### src/rtl/gp_pkg.sv
package gp_pkg;

    // Symbols in one request: start flag plus 8 command bits
    localparam int REQ_SYMS   = 9;
    // Width of the reply data word and number of reply slots (data plus stop)
    localparam int WORD_W     = 33;
    localparam int REPLY_SYMS = WORD_W + 1;

    // Expected request as shifted in, first symbol in the MSB:
    // start flag 0, then command 0x03 most significant bit first
    localparam logic [REQ_SYMS-1:0] QUERY_REQ = 9'h003;

    typedef enum logic [1:0] {
        ST_LISTEN = 2'd0,
        ST_GAP    = 2'd1,
        ST_REPLY  = 2'd2
    } gp_state_e;

    // One-cycle report from the symbol receiver
    typedef struct packed {
        logic valid;   // a complete symbol ended on this cycle
        logic value;   // its decoded value
        logic abort;   // low phase ran past the limit
    } rx_sym_t;

    function automatic int clks(input int per_us, input int n_us);
        return per_us * n_us;
    endfunction

endpackage

### src/rtl/gp_line_sync.sv
module gp_line_sync #(
    parameter int STAGES = 2
) (
    input  logic clk,
    input  logic rst,
    input  logic line_i,
    output logic line_s,
    output logic fall,
    output logic rise
);
    logic [STAGES-1:0] chain;
    logic              prev;

    generate
        if (STAGES == 1) begin : g_one
            always_ff @(posedge clk) begin
                if (rst) chain <= '1;
                else     chain <= line_i;
            end
        end else begin : g_many
            always_ff @(posedge clk) begin
                if (rst) chain <= '1;
                else     chain <= {chain[STAGES-2:0], line_i};
            end
        end
    endgenerate

    always_ff @(posedge clk) begin
        if (rst) prev <= 1'b1;
        else     prev <= chain[STAGES-1];
    end

    assign line_s = chain[STAGES-1];
    assign fall   = prev & ~line_s;
    assign rise   = ~prev & line_s;
endmodule

### src/rtl/gp_sym_rx.sv
module gp_sym_rx
    import gp_pkg::*;
#(
    parameter int CLK_PER_US = 50
) (
    input  logic    clk,
    input  logic    rst,
    input  logic    en,
    input  logic    fall,
    input  logic    rise,
    output rx_sym_t sym
);
    localparam int THRESH  = clks(CLK_PER_US, 2);
    localparam int TIMEOUT = clks(CLK_PER_US, 5);
    localparam int CW      = $clog2(TIMEOUT + 1);

    logic          in_low;
    logic [CW-1:0] low_cnt;

    always_ff @(posedge clk) begin
        if (rst || !en) begin
            in_low  <= 1'b0;
            low_cnt <= '0;
            sym     <= '0;
        end else begin
            sym <= '0;
            if (fall) begin
                in_low  <= 1'b1;
                low_cnt <= CW'(1);
            end else if (in_low) begin
                if (rise) begin
                    in_low    <= 1'b0;
                    sym.valid <= 1'b1;
                    sym.value <= (low_cnt < CW'(THRESH));
                end else if (low_cnt >= CW'(TIMEOUT)) begin
                    in_low    <= 1'b0;
                    sym.abort <= 1'b1;
                end else begin
                    low_cnt <= low_cnt + CW'(1);
                end
            end
        end
    end
endmodule

### src/rtl/gp_reply_tx.sv
module gp_reply_tx
    import gp_pkg::*;
#(
    parameter int CLK_PER_US = 50,
    parameter int SYMS       = REPLY_SYMS
) (
    input  logic                     clk,
    input  logic                     rst,
    input  logic                     start,
    input  logic [SYMS-1:0]          frame,
    output logic                     drive,
    output logic                     busy,
    output logic                     last,
    output logic [$clog2(SYMS)-1:0]  idx,
    output logic [$clog2(clks(CLK_PER_US, 4))-1:0] slot
);
    localparam int SLOT = clks(CLK_PER_US, 4);
    localparam int LONG = clks(CLK_PER_US, 3);
    localparam int SHRT = clks(CLK_PER_US, 1);
    localparam int SW   = $clog2(SLOT);
    localparam int IW   = $clog2(SYMS);

    logic [SW-1:0] low_len;

    assign last    = busy && (idx == IW'(SYMS - 1)) && (slot == SW'(SLOT - 1));
    assign low_len = frame[idx] ? SW'(SHRT) : SW'(LONG);
    assign drive   = busy && (slot < low_len);

    always_ff @(posedge clk) begin
        if (rst) begin
            busy <= 1'b0;
            idx  <= '0;
            slot <= '0;
        end else if (start) begin
            busy <= 1'b1;
            idx  <= '0;
            slot <= '0;
        end else if (busy) begin
            if (slot == SW'(SLOT - 1)) begin
                slot <= '0;
                if (last) busy <= 1'b0;
                else      idx  <= idx + IW'(1);
            end else begin
                slot <= slot + SW'(1);
            end
        end
    end
endmodule

### src/rtl/gp_responder.sv
module gp_responder
    import gp_pkg::*;
#(
    parameter int CLK_PER_US = 50
) (
    input  logic              clk,
    input  logic              rst,
    input  logic              line_i,
    input  logic [WORD_W-1:0] buttons_i,
    output logic              line_oe
);
    localparam int GAP      = clks(CLK_PER_US, 2);
    // Pipeline from pin to drive: two sync flops, edge register,
    // symbol register; the gap counter covers the remainder.
    localparam int PIPE     = 4;
    localparam int GAP_LOAD = GAP - PIPE;
    localparam int GW       = $clog2(GAP + 1);
    localparam int SW       = $clog2(clks(CLK_PER_US, 4));
    localparam int IW       = $clog2(REPLY_SYMS);

    gp_state_e             state;
    logic [3:0]            sym_cnt;
    logic [REQ_SYMS-2:0]   req_sr;
    logic [REQ_SYMS-1:0]   req_next;
    logic [GW-1:0]         gap_cnt;
    logic [WORD_W-1:0]     word_q;
    logic                  line_s, fall, rise;
    rx_sym_t               sym;
    logic                  tx_start, tx_busy, tx_last;
    logic [IW-1:0]         tx_idx;
    logic [SW-1:0]         tx_slot;

    gp_line_sync #(.STAGES(2)) u_sync (
        .clk(clk), .rst(rst), .line_i(line_i),
        .line_s(line_s), .fall(fall), .rise(rise)
    );

    gp_sym_rx #(.CLK_PER_US(CLK_PER_US)) u_rx (
        .clk(clk), .rst(rst), .en(state == ST_LISTEN),
        .fall(fall), .rise(rise), .sym(sym)
    );

    gp_reply_tx #(.CLK_PER_US(CLK_PER_US), .SYMS(REPLY_SYMS)) u_tx (
        .clk(clk), .rst(rst), .start(tx_start),
        .frame({1'b1, word_q}),
        .drive(line_oe), .busy(tx_busy), .last(tx_last),
        .idx(tx_idx), .slot(tx_slot)
    );

    assign req_next = {req_sr, sym.value};
    assign tx_start = (state == ST_GAP) && (gap_cnt == '0);

    always_ff @(posedge clk) begin
        if (rst) begin
            state   <= ST_LISTEN;
            sym_cnt <= '0;
            req_sr  <= '0;
            gap_cnt <= '0;
            word_q  <= '0;
        end else begin
            case (state)
                ST_LISTEN: begin
                    if (sym.abort) begin
                        sym_cnt <= '0;
                    end else if (sym.valid) begin
                        if (sym_cnt == 4'(REQ_SYMS - 1)) begin
                            sym_cnt <= '0;
                            if (req_next == QUERY_REQ) begin
                                state   <= ST_GAP;
                                gap_cnt <= GW'(GAP_LOAD);
                                word_q  <= buttons_i;
                            end
                        end else begin
                            sym_cnt <= sym_cnt + 4'd1;
                            req_sr  <= req_next[REQ_SYMS-2:0];
                        end
                    end
                end
                ST_GAP: begin
                    if (gap_cnt == '0) state <= ST_REPLY;
                    else               gap_cnt <= gap_cnt - GW'(1);
                end
                ST_REPLY: begin
                    if (tx_last) state <= ST_LISTEN;
                end
                default: state <= ST_LISTEN;
            endcase
        end
    end
endmodule

### config.mk
export PLATFORM = sky130hd
export DESIGN_NAME = gp_responder
export DESIGN_NICKNAME = d
export VERILOG_FILES = /design/src/rtl/gp_pkg.sv /design/src/rtl/gp_line_sync.sv /design/src/rtl/gp_sym_rx.sv /design/src/rtl/gp_reply_tx.sv /design/src/rtl/gp_responder.sv
export SDC_FILE = /design/constraint.sdc
export NUM_CORES = 1
export LEC_CHECK = 0
export ABC_CLOCK_PERIOD_IN_PS = 3600
export BUFFER_PORTS_ARGS = -buffer_cell sky130_fd_sc_hd__buf_2
export CAP_MARGIN = 10
export CELL_PAD_IN_SITES_DETAIL_PLACEMENT = 1
export CELL_PAD_IN_SITES_GLOBAL_PLACEMENT = 2
export CORE_AREA = 8 8 116 118
export CTS_CLUSTER_SIZE = 25
export DETAILED_ROUTE_END_ITERATION = 8
export DIE_AREA = 0 0 124 126
export HOLD_SLACK_MARGIN = 0.02
export PLACE_DENSITY_LB_ADDON = 0.1
export SYNTH_ARGS = -nofsm -noshare
export SYNTH_HDL_FRONTEND = slang
export SYNTH_HIERARCHICAL = 1
export SYNTH_SLANG_ARGS = --single-unit
export TNS_END_PERCENT = 20
### constraint.sdc
create_clock -name clk -period 3.6 [get_ports clk]
set_input_delay 0.72 -clock clk [delete_from_list [all_inputs] [get_ports clk]]
set_output_delay 0.72 -clock clk [all_outputs]
set_load 0.005 [all_outputs]
==> results of run 1 <==
==> cell usage after synthesis (4+ instances only) <==
library cell	instances
ha_1	11
xor2_1	9
inv_1	12
nor2_1	25
or3_1	5
nand3_1	46
a21oi_1	59
nand4_1	4
o211ai_1	6
mux4_1	5
buf_2	5
dfxtp_1	84
clkbuf_1	16
o21ai_0	13
o21ai_1	29
and3_1	4
buf_6	5
nand3b_1	4
nand2b_1	7
mux2i_1	7
nand2_1	30
a21o_1	4
==> registers in the layout, summed over array words and instances (netlist names), 2 cells and up <==
register      flops
word_q           33
req_sr            8
u_rx/low_cnt      8
u_tx/slot         8
gap_cnt           7
u_tx/idx          6
sym_cnt           4
u_rx/sym          3
state             2
u_sync/chain      2
==> metal layers <==
layer / track usage (%) / vias up / part of all wire (%)
li1: - / 1763 / -
met1: 17.8 / 1773 / 46
met2: 24.9 / 27 / 49
met3: 4.07 / 14 / 3.0
met4: 4.55 / 0 / 1.5
met5: 0 / - / 0
==> metrics by stage <==
stage	instances	setup TNS, ns	util [%]
floorplan	463	0	-
global placement	629	-0.0175	37.4
detailed placement	629	-0.0489	37.4
CTS	652	-0.178	40.8
global route	652	-0.270	41.0
finish	652	-0.131	41.0
==> layout make-up <==
| class | instances | share of cell area (%) |
|---|---|---|
| clock buffer | 12 | 5.55 |
| clock inverter | 4 | 1.46 |
| timing repair buffer | 55 | 6.96 |
| multi-input combinational | 338 | 46.1 |
| inverter | 12 | 0.939 |
| sequential | 84 | 35.1 |
| tap | 147 | 3.83 |
==> worst max-delay path by stage <==
stage	start	end	slack (ns)	cells after the start
detailed placement	u_tx/idx[1]	line_oe	-0.05	10
global placement	u_tx/idx[1]	line_oe	-0.02	10
global route	u_tx/idx[1]	line_oe	-0.27	10
finish	u_tx/idx[1]	line_oe	-0.13	9
floorplan	u_tx/idx[1]	line_oe	0.26	9
CTS	u_tx/idx[1]	line_oe	-0.18	9
==> kinds of logic (layout without fill, tap and decap cells) <==
family / after synthesis / in the layout / synth area share [%]
AND/OR/NAND/NOR: 156 / 156 / 20.8
other: 1 / 1 / 0.0919
flip-flops: 84 / 84 / 41.2
buffers and inverters: 41 / 83 / 5.03
XOR/XNOR: 10 / 10 / 2.15
adder cells (fa/ha/maj): 11 / 11 / 3.37
AO/OA/AOI/OAI: 146 / 146 / 21.8
multiplexers: 14 / 14 / 5.49
==> critical path: stages (launching register included) <==
cell and delay, ns:
dfxtp_4 0.39, mux4_2 0.51, mux2i_2 0.18, a22oi_2 0.11, o311a_1 0.34, ha_1 0.31
a211o_1 0.26, a311o_1 0.34, a21oi_2 0.12, buf_2 0.12
==> what timing repair did <==
action                     CTS  global route
setup endpoints to repair    1             1
setup buffers                7             0
gates resized for setup      9             5
pin swaps                    8             1
==> power groups by stage <==
| stage | logic (W) | clock network [W] | registers (W) |
|---|---|---|---|
| 3_5_place_dp | 0.0000496 | 0 | 0.000956 |
| 5_1_grt | 0.0000544 | 0.00110 | 0.000934 |
| 6_report | 0.0000485 | 0.00104 | 0.000934 |
| 4_1_cts | 0.0000498 | 0.00107 | 0.000934 |
| 2_1_floorplan | 0.0000223 | 0 | 0.000955 |
| 3_3_place_gp | 0.0000494 | 0 | 0.000956 |
==> impl_results.md, run 1 <==
- FP Rows: 40
- Height of the die: 126 um
- Hold EP: u_sync/chain[1]
- Num CTS Buffers: 9
- Dominant cells by area after synthesis: dfxtp_1, a21oi_1, nand3_1
- Initial DRC Count: 178
- Hold Vio Cnt, Final: 0
- Register area: approximately 0.0017 sq mm
- Final RePlAce weighted congestion: slightly below 0.8
- Bufs on Longest Clock Path: 2
- Reg2reg path depth: 8
- Sw power: 0.000407 W
- Reg-to-Reg End: u_tx/slot[3]
- Vias in the first global route: 3700
- Synthesized cell area: 0.00408 sq mm
- RR Startpoint: gap_cnt[0]
- Biggest area consumer among synthesized cells: dfxtp_1
- TritonCTS clock tree: done
- CTS H-tree depth: 3
- Dpl hpwl: 7.65 mm
- Starting density of the core: between 30% and 40%
- Status: finished with violations
- Post-DP Area: 0.00438 sq mm
- Lkg Pwr: 1.70 nW
- Failing checks: negative setup slack
- Area growth from synthesis to layout: 17.6%
- Internal Pwr Total: 0.00161 W
- Hold-fix buffers, CTS: 0
- Largest net degree at the start of global routing: 61
- Core Box Area: 0.0117 sq mm
- Worst min path class: reg -> reg
- Synthesized flop and latch total: 84
- CP max FO: 4
- Worst setup SP type: register
- Die width: ~120 um
- Total power: 0.00202 W
- Average wire per standard cell: 17.2 um
- RSZ-0062 raised after global routing: true
- Setup WS post-layout: -0.131 ns
- Fmax: 268 MHz
- Most frequent cells in the layout: dfxtp_1, a21oi_1, nand3_1, buf_2, nand2_1
- Share of layout cells above drive strength 1: 19.6%
- EDFF count, synth: 0
- DRT Pass-1 Iters: 4
- Yosys warns: 6
- Sw frac: 20.1%
- Fraction of registers with async set or reset after synthesis: 0%
- Pre-CTS setup slack: -0.0489 ns
- Final Cycle Share: 104%
- Final setup vio count: 1
- CP endpoint kind: output pin
- CTS clk-pin slew, worst paths: 0.06 ns
- Max-slew violations: 0
- Total die area: 0.0156 sq mm
- Routed vias: around 3600
- Clk_lat worst skew: around 0.35 ns
- DRT antenna net count: 0
- Slew margin rel.: 44.4%
- Total gr overflow: 0
- Antenna Cells: 0
- WHS: 0.413 ns
- HP Start: u_sync/chain[0]
- Yosys cell types: 71
- Clock root buffer: clkbuf_16
- Kind of critical path: reg -> out
- Port bufs: 36
- WHS Path Cells: 1
- CTS Sinks: 84
- Final WL: 11.2 mm
- Ports: 37
- Antenna violations before repair: 0
- Most common cell after layout, fill and taps aside: dfxtp_1
- Worst EP arrival: 3.01 ns
- Sequential share of power: 46.2%
- Max Cap Violations: 0
- Average size of a mapped cell: 8.81 sq um
- Sequential area share after synthesis: 41.2%
- Routed vias/inst: 5.49
- Number of remaining DRC errors: 0
- Total GRT Usage: 14.8%
- Power per cell area: 421 mW/mm^2
- Number of fillers in the final layout: 1379
- Synth Flop Type: dfxtp_1
- Clk pwr share: 51.4%
- Multi-input gate area: 0.00221 sq mm
- Final min period: 3.73 ns
- Synth top area share: around two fifths
- Final Cell Area: between 0.004 and 0.005 sq mm
- CP required: 2.88 ns
- Syn nets: 510
- Gate power share: 2.4%
- Mapped Cells: approximately 460
- First-pass GRT wire length: about 18 mm
- Final #Nets: 547
- R2R Setup Slk: ~1.1 ns
- Worst slew pin tran: 0.834 ns
- Final Skew: 0.00664 ns
- Maximum vdd drop: 0.000440 V
Power figures use the tool's default switching activity.
==> run 2, diff against run 1 <==
Settings changed: ABC_AREA set to 1, CORE_AREA 8 8 116 118 to 8 8 122 124, DIE_AREA 0 0 124 126 to 0 0 130 132.
==> run 2 against run 1 <==
Against the previous run:
- the run now ends clean
- area after synthesis up 2.6%
- via count up 6.5%
- clock skew about the same
- highest routed layer unchanged
==> impl_results.md, run 2 <==
- Final RePlAce weighted congestion: 0.772 (was 0.773)
- Total GRT Usage: 13.4% (was 14.8%)
- Hold-fix buffers, CTS: 0 (unchanged)
- CP max FO: 18 (was 4)
- Most common cell after layout, fill and taps aside: nand2_1 (was dfxtp_1)
- Setup_tns: 0 ns (was -0.131 ns)
- Worst min path class: reg -> reg (unchanged)
- Biggest area consumer among synthesized cells: dfxtp_1 (unchanged)
- Multi-input gate area: 0.00198 sq mm (was 0.00221 sq mm)
- Clk_lat worst skew: 0.35 ns (about the same)
- Synth Flop Type: dfxtp_1 (unchanged)
- Fmax: 313 MHz (was 268 MHz)
- Top reg by flops: word_q (unchanged)
- Yosys cell types: 36 (was 71)
- Post-Synth Simple-Gate Area: 28.9% (was 20.8%)
- Hold Vio Cnt, Final: 0 (unchanged)
- Kind of critical path: reg -> out (unchanged)
- Clock root buffer: clkbuf_16 (unchanged)
- Setup WS post-layout: 0.405 ns (was -0.131 ns)
- Share of layout cells above drive strength 1: 13.4% (was 19.6%)
- Routed vias: 3808 (was 3577)
- Lkg Pwr: 2.01 nW (was 1.70 nW)
- Sequential area share after synthesis: 40.2% (was 41.2%)
- Antenna violations before repair: 0 (unchanged)
- Total gr overflow: 0 (unchanged)
- Final setup vio count: 0 (was 1)
- Total die area: 0.0172 sq mm (was 0.0156 sq mm)
- Compound-Gate Fraction of Synth Area: 13.2% (was 21.8%)
- Max-slew violations: 0 (unchanged)
- Final Cycle Share: 88.7% (was 104%)
- DRT Pass-1 Iters: 4 (unchanged)
- Syn nets: 656 (was 510)
- Status: finished, final reports clean (was finished with violations)
- Maximum vdd drop: 0.000198 V (was 0.000440 V)
- Port bufs: 36 (unchanged)
- Worst path cell trace: inv_2 -> nand2_1 -> nand3_1 -> nand2_1 -> nand2_1 -> nand2_1 -> nor2_1 -> nand2_1 -> nand3_1 -> nand2_1 -> ha_1 -> nand2_1 -> nand2_1 -> nand3_1 -> nand2_1 -> a211oi_1 -> buf_2 (was mux4_2 -> mux2i_2 -> a22oi_2 -> o311a_1 -> ha_1 -> a211o_1 -> a311o_1 -> a21oi_2 -> buf_2)
- Reg2reg path depth: 8 (unchanged)
- Power per cell area: 405 mW/mm^2 (was 421 mW/mm^2)
- XOR/XNOR Fraction of Synth Area: 1.88% (was 2.15%)
- Synthesized flop and latch total: 84 (unchanged)
- Reg-to-Reg End: word_q[28] (was u_tx/slot[3])
- Routed vias/inst: 4.62 (was 5.49)
- Most frequent cell on the critical path: nand2_1
- Slowest stage delay, CP: 0.33 ns (was 0.51 ns)
- Final Skew: 0.00616 ns (was 0.00664 ns)
- Worst EP arrival: 2.47 ns (was 3.01 ns)
- Dpl hpwl: 8.13 mm (was 7.65 mm)
- Max Cap Violations: 0 (unchanged)
- Number of fillers in the final layout: 1707 (was 1379)
- Setup Buffers After CTS: 0 (was 7)
- Antenna Cells: 0 (unchanged)
- Pre-CTS setup slack: 0.756 ns (was -0.0489 ns)
- Initial DRC Count: 134 (was 178)
- CTS H-tree depth: 3 (unchanged)
- Post-synthesis mux area share: 0% (was 5.49%)
- CP bufs+invs: 2 (was 1)
- DRT antenna net count: 0 (unchanged)
- Bufs on Longest Clock Path: 2 (unchanged)
- RR Startpoint: sym_cnt[0] (was gap_cnt[0])
- Largest family of logic cells by synthesized area: simple AND/OR/NAND/NOR gates (was compound AO/OA/AOI/OAI gates)
- Starting density of the core: 32.2% (was 34.8%)
- WHS Path Cells: 2 (was 1)
- Most frequent cells in the layout: nand2_1, inv_1, dfxtp_1, nor2_1, a21oi_1 (was dfxtp_1, a21oi_1, nand3_1, buf_2, nand2_1)
- Count leader, synth: nand2_1 (was dfxtp_1)
- Average wire per standard cell: 12.9 um (was 17.2 um)
- Mapped Cells: 609 (was 463)
- Largest net degree at the start of global routing: 39 (was 61)
- Die width: 130 um (was 124 um)
- Register area: 0.00168 sq mm (was 0.00169 sq mm)
- Final WL: 10.6 mm (was 11.2 mm)
- Core Box Area: 0.0130 sq mm (was 0.0117 sq mm)
- Vias in the first global route: 3976 (was 3700)
- Dominant cells by area after synthesis: dfxtp_1, nand2_1, inv_1 (was dfxtp_1, a21oi_1, nand3_1)
- Synth Area in Adders: 3.29% (was 3.37%)
- RSZ-0062 raised after global routing: false (was true)
- R2R Setup Slk: 1.44 ns (was 1.08 ns)
- EDFF count, synth: 0 (unchanged)
- PostCTS Resize Cnt: 0 (was 9)
- Fraction of registers with async set or reset after synthesis: 0% (unchanged)
- Most frequent cells after synthesis: nand2_1, inv_1, dfxtp_1 (was dfxtp_1, a21oi_1, nand3_1)
- Slew margin rel.: 34.4% (was 44.4%)
- Synthesized cell area: 0.00419 sq mm (was 0.00408 sq mm)
- FP Rows: 42 (was 40)
- Hold EP: u_sync/chain[1] (unchanged)
- Ports: 37 (unchanged)
- TritonCTS clock tree: done (unchanged)
- CP top delay family: simple AND/OR/NAND/NOR gates (was compound AO/OA/AOI/OAI gates)
- Final min period: 3.19 ns (was 3.73 ns)
- CP endpoint kind: output pin (unchanged)
- Num CTS Buffers: 9 (unchanged)
- First-pass GRT wire length: 18.5 mm (was 18.4 mm)
- HP Start: u_sync/chain[0] (unchanged)
- Height of the die: 132 um (was 126 um)
- CTS Sinks: 84 (unchanged)
- CP max stage cell: dfxtp_1 (was mux4_2)
- CP required: 2.88 ns (about the same)
- Yosys warns: 6 (unchanged)
- Average size of a mapped cell: 6.87 sq um (was 8.81 sq um)
- Area growth from synthesis to layout: 14.8% (was 17.6%)
- Worst setup SP type: register (unchanged)
- Number of remaining DRC errors: 0 (unchanged)
- Synth top area share: 40.2% (was 41.2%)
- Number of flip-flops in the largest register: 33 (unchanged)
- Final #Nets: 691 (was 547)
- CTS clk-pin slew, worst paths: 0.06 ns (about the same)
- Worst slew pin tran: 0.983 ns (was 0.834 ns)
==> run 2: cell types whose count changed after synthesis, moves of 7 or more <==
cell      previous run  this run
nand2_1             30       123
o21ai_1             29        16
o21ai_0             13        35
clkbuf_1            16         6
nand2b_1             7         0
inv_2                0         7
nand3_1             46        38
mux2i_1              7         0
nor2_1              25        73
inv_1               12        97
==> run 2: worst max-delay path by stage <==
stage	depth (start not counted)	end	start
after CTS	17	line_oe	u_tx/idx[0]
after floorplan	16	line_oe	u_tx/idx[0]
final	17	line_oe	u_tx/idx[0]
after global placement	17	line_oe	u_tx/idx[0]
after detailed placement	17	line_oe	u_tx/idx[0]
after global routing	17	line_oe	u_tx/idx[0]
==> run 2: layout make-up <==
cell class,count,share of cell area (%)
Clock buffer,9,4.69
Clock inverter,7,1.59
Inverter,106,8.33
Multi-Input combinational cell,402,41.3
Sequential cell,84,35.0
Tap cell,176,4.58
Timing Repair Buffer,41,4.53
==> run 2: report_power, final <==
group | total (W) | internal (W) | switching, W
clock | 0.000947 | 0.000541 | 0.000406
sequential | 0.000935 | 0.000933 | 0.00000240
combinational | 0.0000639 | 0.0000252 | 0.0000388
==> run 2: worst reg2reg max path, delay by kind of cell, from the launching register on <==
family	cells	cell delay [ns]
simple gates	3	0.81
fa+ha+maj	1	0.14
compound gates	2	0.22
flops	1	0.34
buf+inv	2	0.53
==> run 2: per-stage QoR <==
step                      total power, W  std cells  hold WS [ns]  cell area [sq um]  util [%]
after floorplan                 0.000988        609         0.387               4190         -
after global placement           0.00102        809         0.395               4500      34.7
final                            0.00195        825         0.416               4800      37.0
after detailed placement         0.00102        809         0.404               4500      34.7
after CTS                        0.00199        825         0.421               4800      37.0
after global routing             0.00203        825         0.441               4800      37.0
==> run 2: kinds of logic (layout without fill, tap and decap cells) <==
group / Yosys count / count (layout)
AND/OR/NAND/NOR: 272 / 272
XOR/XNOR: 9 / 9
AO/OA/AOI/OAI: 109 / 109
flip-flops: 84 / 84
other: 1 / 1
adder cells (fa/ha/maj): 11 / 11
buffers and inverters: 123 / 163
==> run 2: per-layer routing <==
layer  up-vias  track usage, %  wire length [um]
met3        12            3.72               345
met2        26            23.7              5390
met1      1794            14.9              4740
li1       1976               -                 -
met4         0            4.65               139
met5         -               0                 0
==> run 3, diff against run 2 <==
Settings changed: ABC_CLOCK_PERIOD_IN_PS 3600 to 2600, CORE_AREA 8 8 122 124 to 8 8 128 130, DIE_AREA 0 0 130 132 to 0 0 136 138.
Clock period 3.6 ns to 2.6 ns, I/O delays scaled along.
==> run 3 against run 2 <==
Against the previous run:
- the flow now finishes with violations (negative setup slack)
- utilization is 2.9 points lower
- via count is 0.55% higher
- global-route usage is 0.93 points lower
- largest power group is now sequential cells
- highest routed layer unchanged
==> impl_results.md, run 3 (same netlist as run 2, synthesis figures left out) <==
- Final WL: 11.1 mm (was 10.6 mm)
- CTS clk-pin slew, worst paths: 0.06 ns (about the same)
- RSZ-0062 raised after global routing: true (was false)
- DRT Pass-1 Iters: 4 (unchanged)
- Setup_tns: -0.167 ns (was 0 ns)
- WHS Path Cells: 3 (was 2)
- FP Rows: 44 (was 42)
- Slew margin rel.: 60.0% (was 34.4%)
- Antenna violations before repair: 0 (unchanged)
- Total GRT Usage: 12.5% (was 13.4%)
- Initial DRC Count: 153 (was 134)
- Worst setup SP type: register (unchanged)
- Bufs on Longest Clock Path: 2 (unchanged)
- Number of remaining DRC errors: 0 (unchanged)
- Multi-input gate area: 0.00205 sq mm (was 0.00198 sq mm)
- Clock root buffer: clkbuf_16 (unchanged)
- Core Box Area: 0.0143 sq mm (was 0.0130 sq mm)
- Worst Setup SP: u_tx/idx[0] (unchanged)
- Worst EP arrival: 2.25 ns (was 2.47 ns)
- RR Startpoint: gap_cnt[0] (was sym_cnt[0])
- Final Cycle Share: 106%
- Status: finished with violations (was finished, final reports clean)
- Number of fillers in the final layout: 1841 (was 1707)
- Lkg Pwr: 2.02 nW (was 2.01 nW)
- Max-slew violations: 0 (unchanged)
- Antenna Cells: 0 (unchanged)
- Final #Nets: 694 (was 691)
- Final RePlAce weighted congestion: 0.734 (was 0.772)
- Num CTS Buffers: 9 (unchanged)
- Final setup vio count: 1 (was 0)
- Most common cell after layout, fill and taps aside: nand2_1 (unchanged)
- Maximum vdd drop: 0.000299 V (was 0.000198 V)
- Fmax: roughly 360 MHz
- Failing checks: negative setup slack
- Pre-CTS setup slack: -0.0351 ns (was 0.756 ns)
- Total die area: 0.0188 sq mm (was 0.0172 sq mm)
- Hold-fix buffers, CTS: 0 (unchanged)
- Hold Vio Cnt, Final: 0 (unchanged)
- HP Start: line_i (was u_sync/chain[0])
- Top reg by flops: word_q (unchanged)
- Reg2reg path depth: 9 (was 8)
- Area growth from synthesis to layout: 16.8% (was 14.8%)
- Worst path cell trace: buf_6 -> nor2_2 -> nor2_1 -> nand2_1 -> o21ai_2 -> a21oi_1 -> nand2_1 -> nand3_2 -> nand2_4 -> ha_4 -> nand2_2 -> nand2_1 -> nand3_2 -> nand2_2 -> a211oi_2 -> buf_2 (was inv_2 -> nand2_1 -> nand3_1 -> nand2_1 -> nand2_1 -> nand2_1 -> nor2_1 -> nand2_1 -> nand3_1 -> nand2_1 -> ha_1 -> nand2_1 -> nand2_1 -> nand3_1 -> nand2_1 -> a211oi_1 -> buf_2)
- CTS Sinks: 84 (unchanged)
- Worst min path class: in -> reg (was reg -> reg)
- Total gr overflow: 0 (unchanged)
- CP max FO: 9 (was 18)
- CP required: 2.08 ns (was 2.88 ns)
- Dpl hpwl: 8.26 mm (was 8.13 mm)
- Setup WS post-layout: -0.167 ns (was 0.405 ns)
- Port bufs: 36 (unchanged)
- CP top delay family: simple AND/OR/NAND/NOR gates (unchanged)
- Final min period: 2.77 ns
- Worst slew pin tran: 0.601 ns (was 0.983 ns)
- Vias in the first global route: 4033 (was 3976)
- Ports: 37 (unchanged)
- Kind of critical path: reg -> out (unchanged)
- Number of flip-flops in the largest register: 33 (unchanged)
- Clk_lat worst skew: 0.34 ns (was 0.35 ns)
- Routed vias: 3829 (was 3808)
- CTS H-tree depth: 3 (unchanged)
- Most frequent cells in the layout: nand2_1, inv_1, dfxtp_1, nor2_1, a21oi_1 (unchanged)
- WHS: 0.361 ns (was 0.416 ns)
- Height of the die: 138 um (was 132 um)
- Most frequent cell on the critical path: nand2_1 (unchanged)
- Starting density of the core: 29.2% (was 32.2%)
- Slowest stage delay, CP: 0.37 ns (was 0.33 ns)
- WP depth: 16 (was 17)
- DRT antenna net count: 0 (unchanged)
- Max Cap Violations: 0 (unchanged)
- Power per cell area: 525 mW/mm^2 (was 405 mW/mm^2)
- Final Skew: 0.00510 ns (was 0.00616 ns)
- CP endpoint kind: output pin (unchanged)
- Register area: 0.00169 sq mm (was 0.00168 sq mm)
- Die width: 136 um (was 130 um)
- Routed vias/inst: 4.59 (was 4.62)
- Setup Buffers After CTS: 0 (unchanged)
- Share of layout cells above drive strength 1: 15.7% (was 13.4%)
- CP max stage cell: dfxtp_4 (was dfxtp_1)
- TritonCTS clock tree: done (unchanged)
- Largest net degree at the start of global routing: 67 (was 39)
- First-pass GRT wire length: 19.2 mm (was 18.5 mm)
- CP bufs+invs: 2 (unchanged)
- Average wire per standard cell: 13.4 um (was 12.9 um)
-- run 3: cell types whose count changed in the layout (fill, tap and decap cells not counted), sizes merged --
cell    before  now
inv        106  105
buf         41   44
clkinv       4    5
bufinv       1    0
-- run 3: path summary, 6_finish.rpt --
path	to	slack (ns)
setup reg to reg	u_tx/slot[3]	0.53
setup / recovery	line_oe	-0.17
hold reg to reg	u_sync/chain[1]	0.42
hold / removal	u_sync/chain[0]	0.36
-- run 3: power breakdown --
group / internal (W) / leakage [nW] / switching [W] / total, W
registers: 0.00129 / 0.679 / 0.00000308 / 0.00129
logic: 0.0000344 / 1.22 / 0.0000533 / 0.0000877
clock network: 0.000642 / 0.127 / 0.000542 / 0.00118
-- run 3: worst reg2reg max path: stages (launching register included) --
cell	delay [ns]
dfxtp_1	0.37
inv_1	0.12
ha_1	0.22
inv_1	0.06
nor2_1	0.04
nand3_1	0.12
nor2_1	0.09
nor2_1	0.43
nand2_1	0.30
nor3b_1	0.24
-- run 3: layer usage --
layer	share of wire, %	routed length (um)	track usage [%]	vias up
met5	0	0	0	-
met4	1.4	161	4.68	0
met3	2.4	265	2.50	11
met2	50	5540	21.4	20
met1	46	5180	14.8	1820
li1	-	-	-	1978
-- run 3: cell type report --
type	count	share of cell area (%)
clock inverter	6	0.870
clock buffer	9	4.61
inverter	106	8.29
tap	184	4.71
sequential	84	34.5
multi-input combinational	402	41.9
timing repair buffer	44	5.15
-- run 3: repair_timing --
item / in CTS / in global routing
resized for setup: 12 / 9
setup endpoints to repair: 1 / 1
pin swaps: 1 / 0
cloned: 0 / 0
-- run 3: metrics by stage --
stage,utilization (%),area (sq um),total power (W),instances
after floorplan,-,4190,0.00137,609
after global placement,31.7,4540,0.00141,820
after detailed placement,31.7,4540,0.00141,820
after CTS,33.8,4840,0.00263,835
after global routing,34.1,4890,0.00270,835
final,34.1,4890,0.00257,835
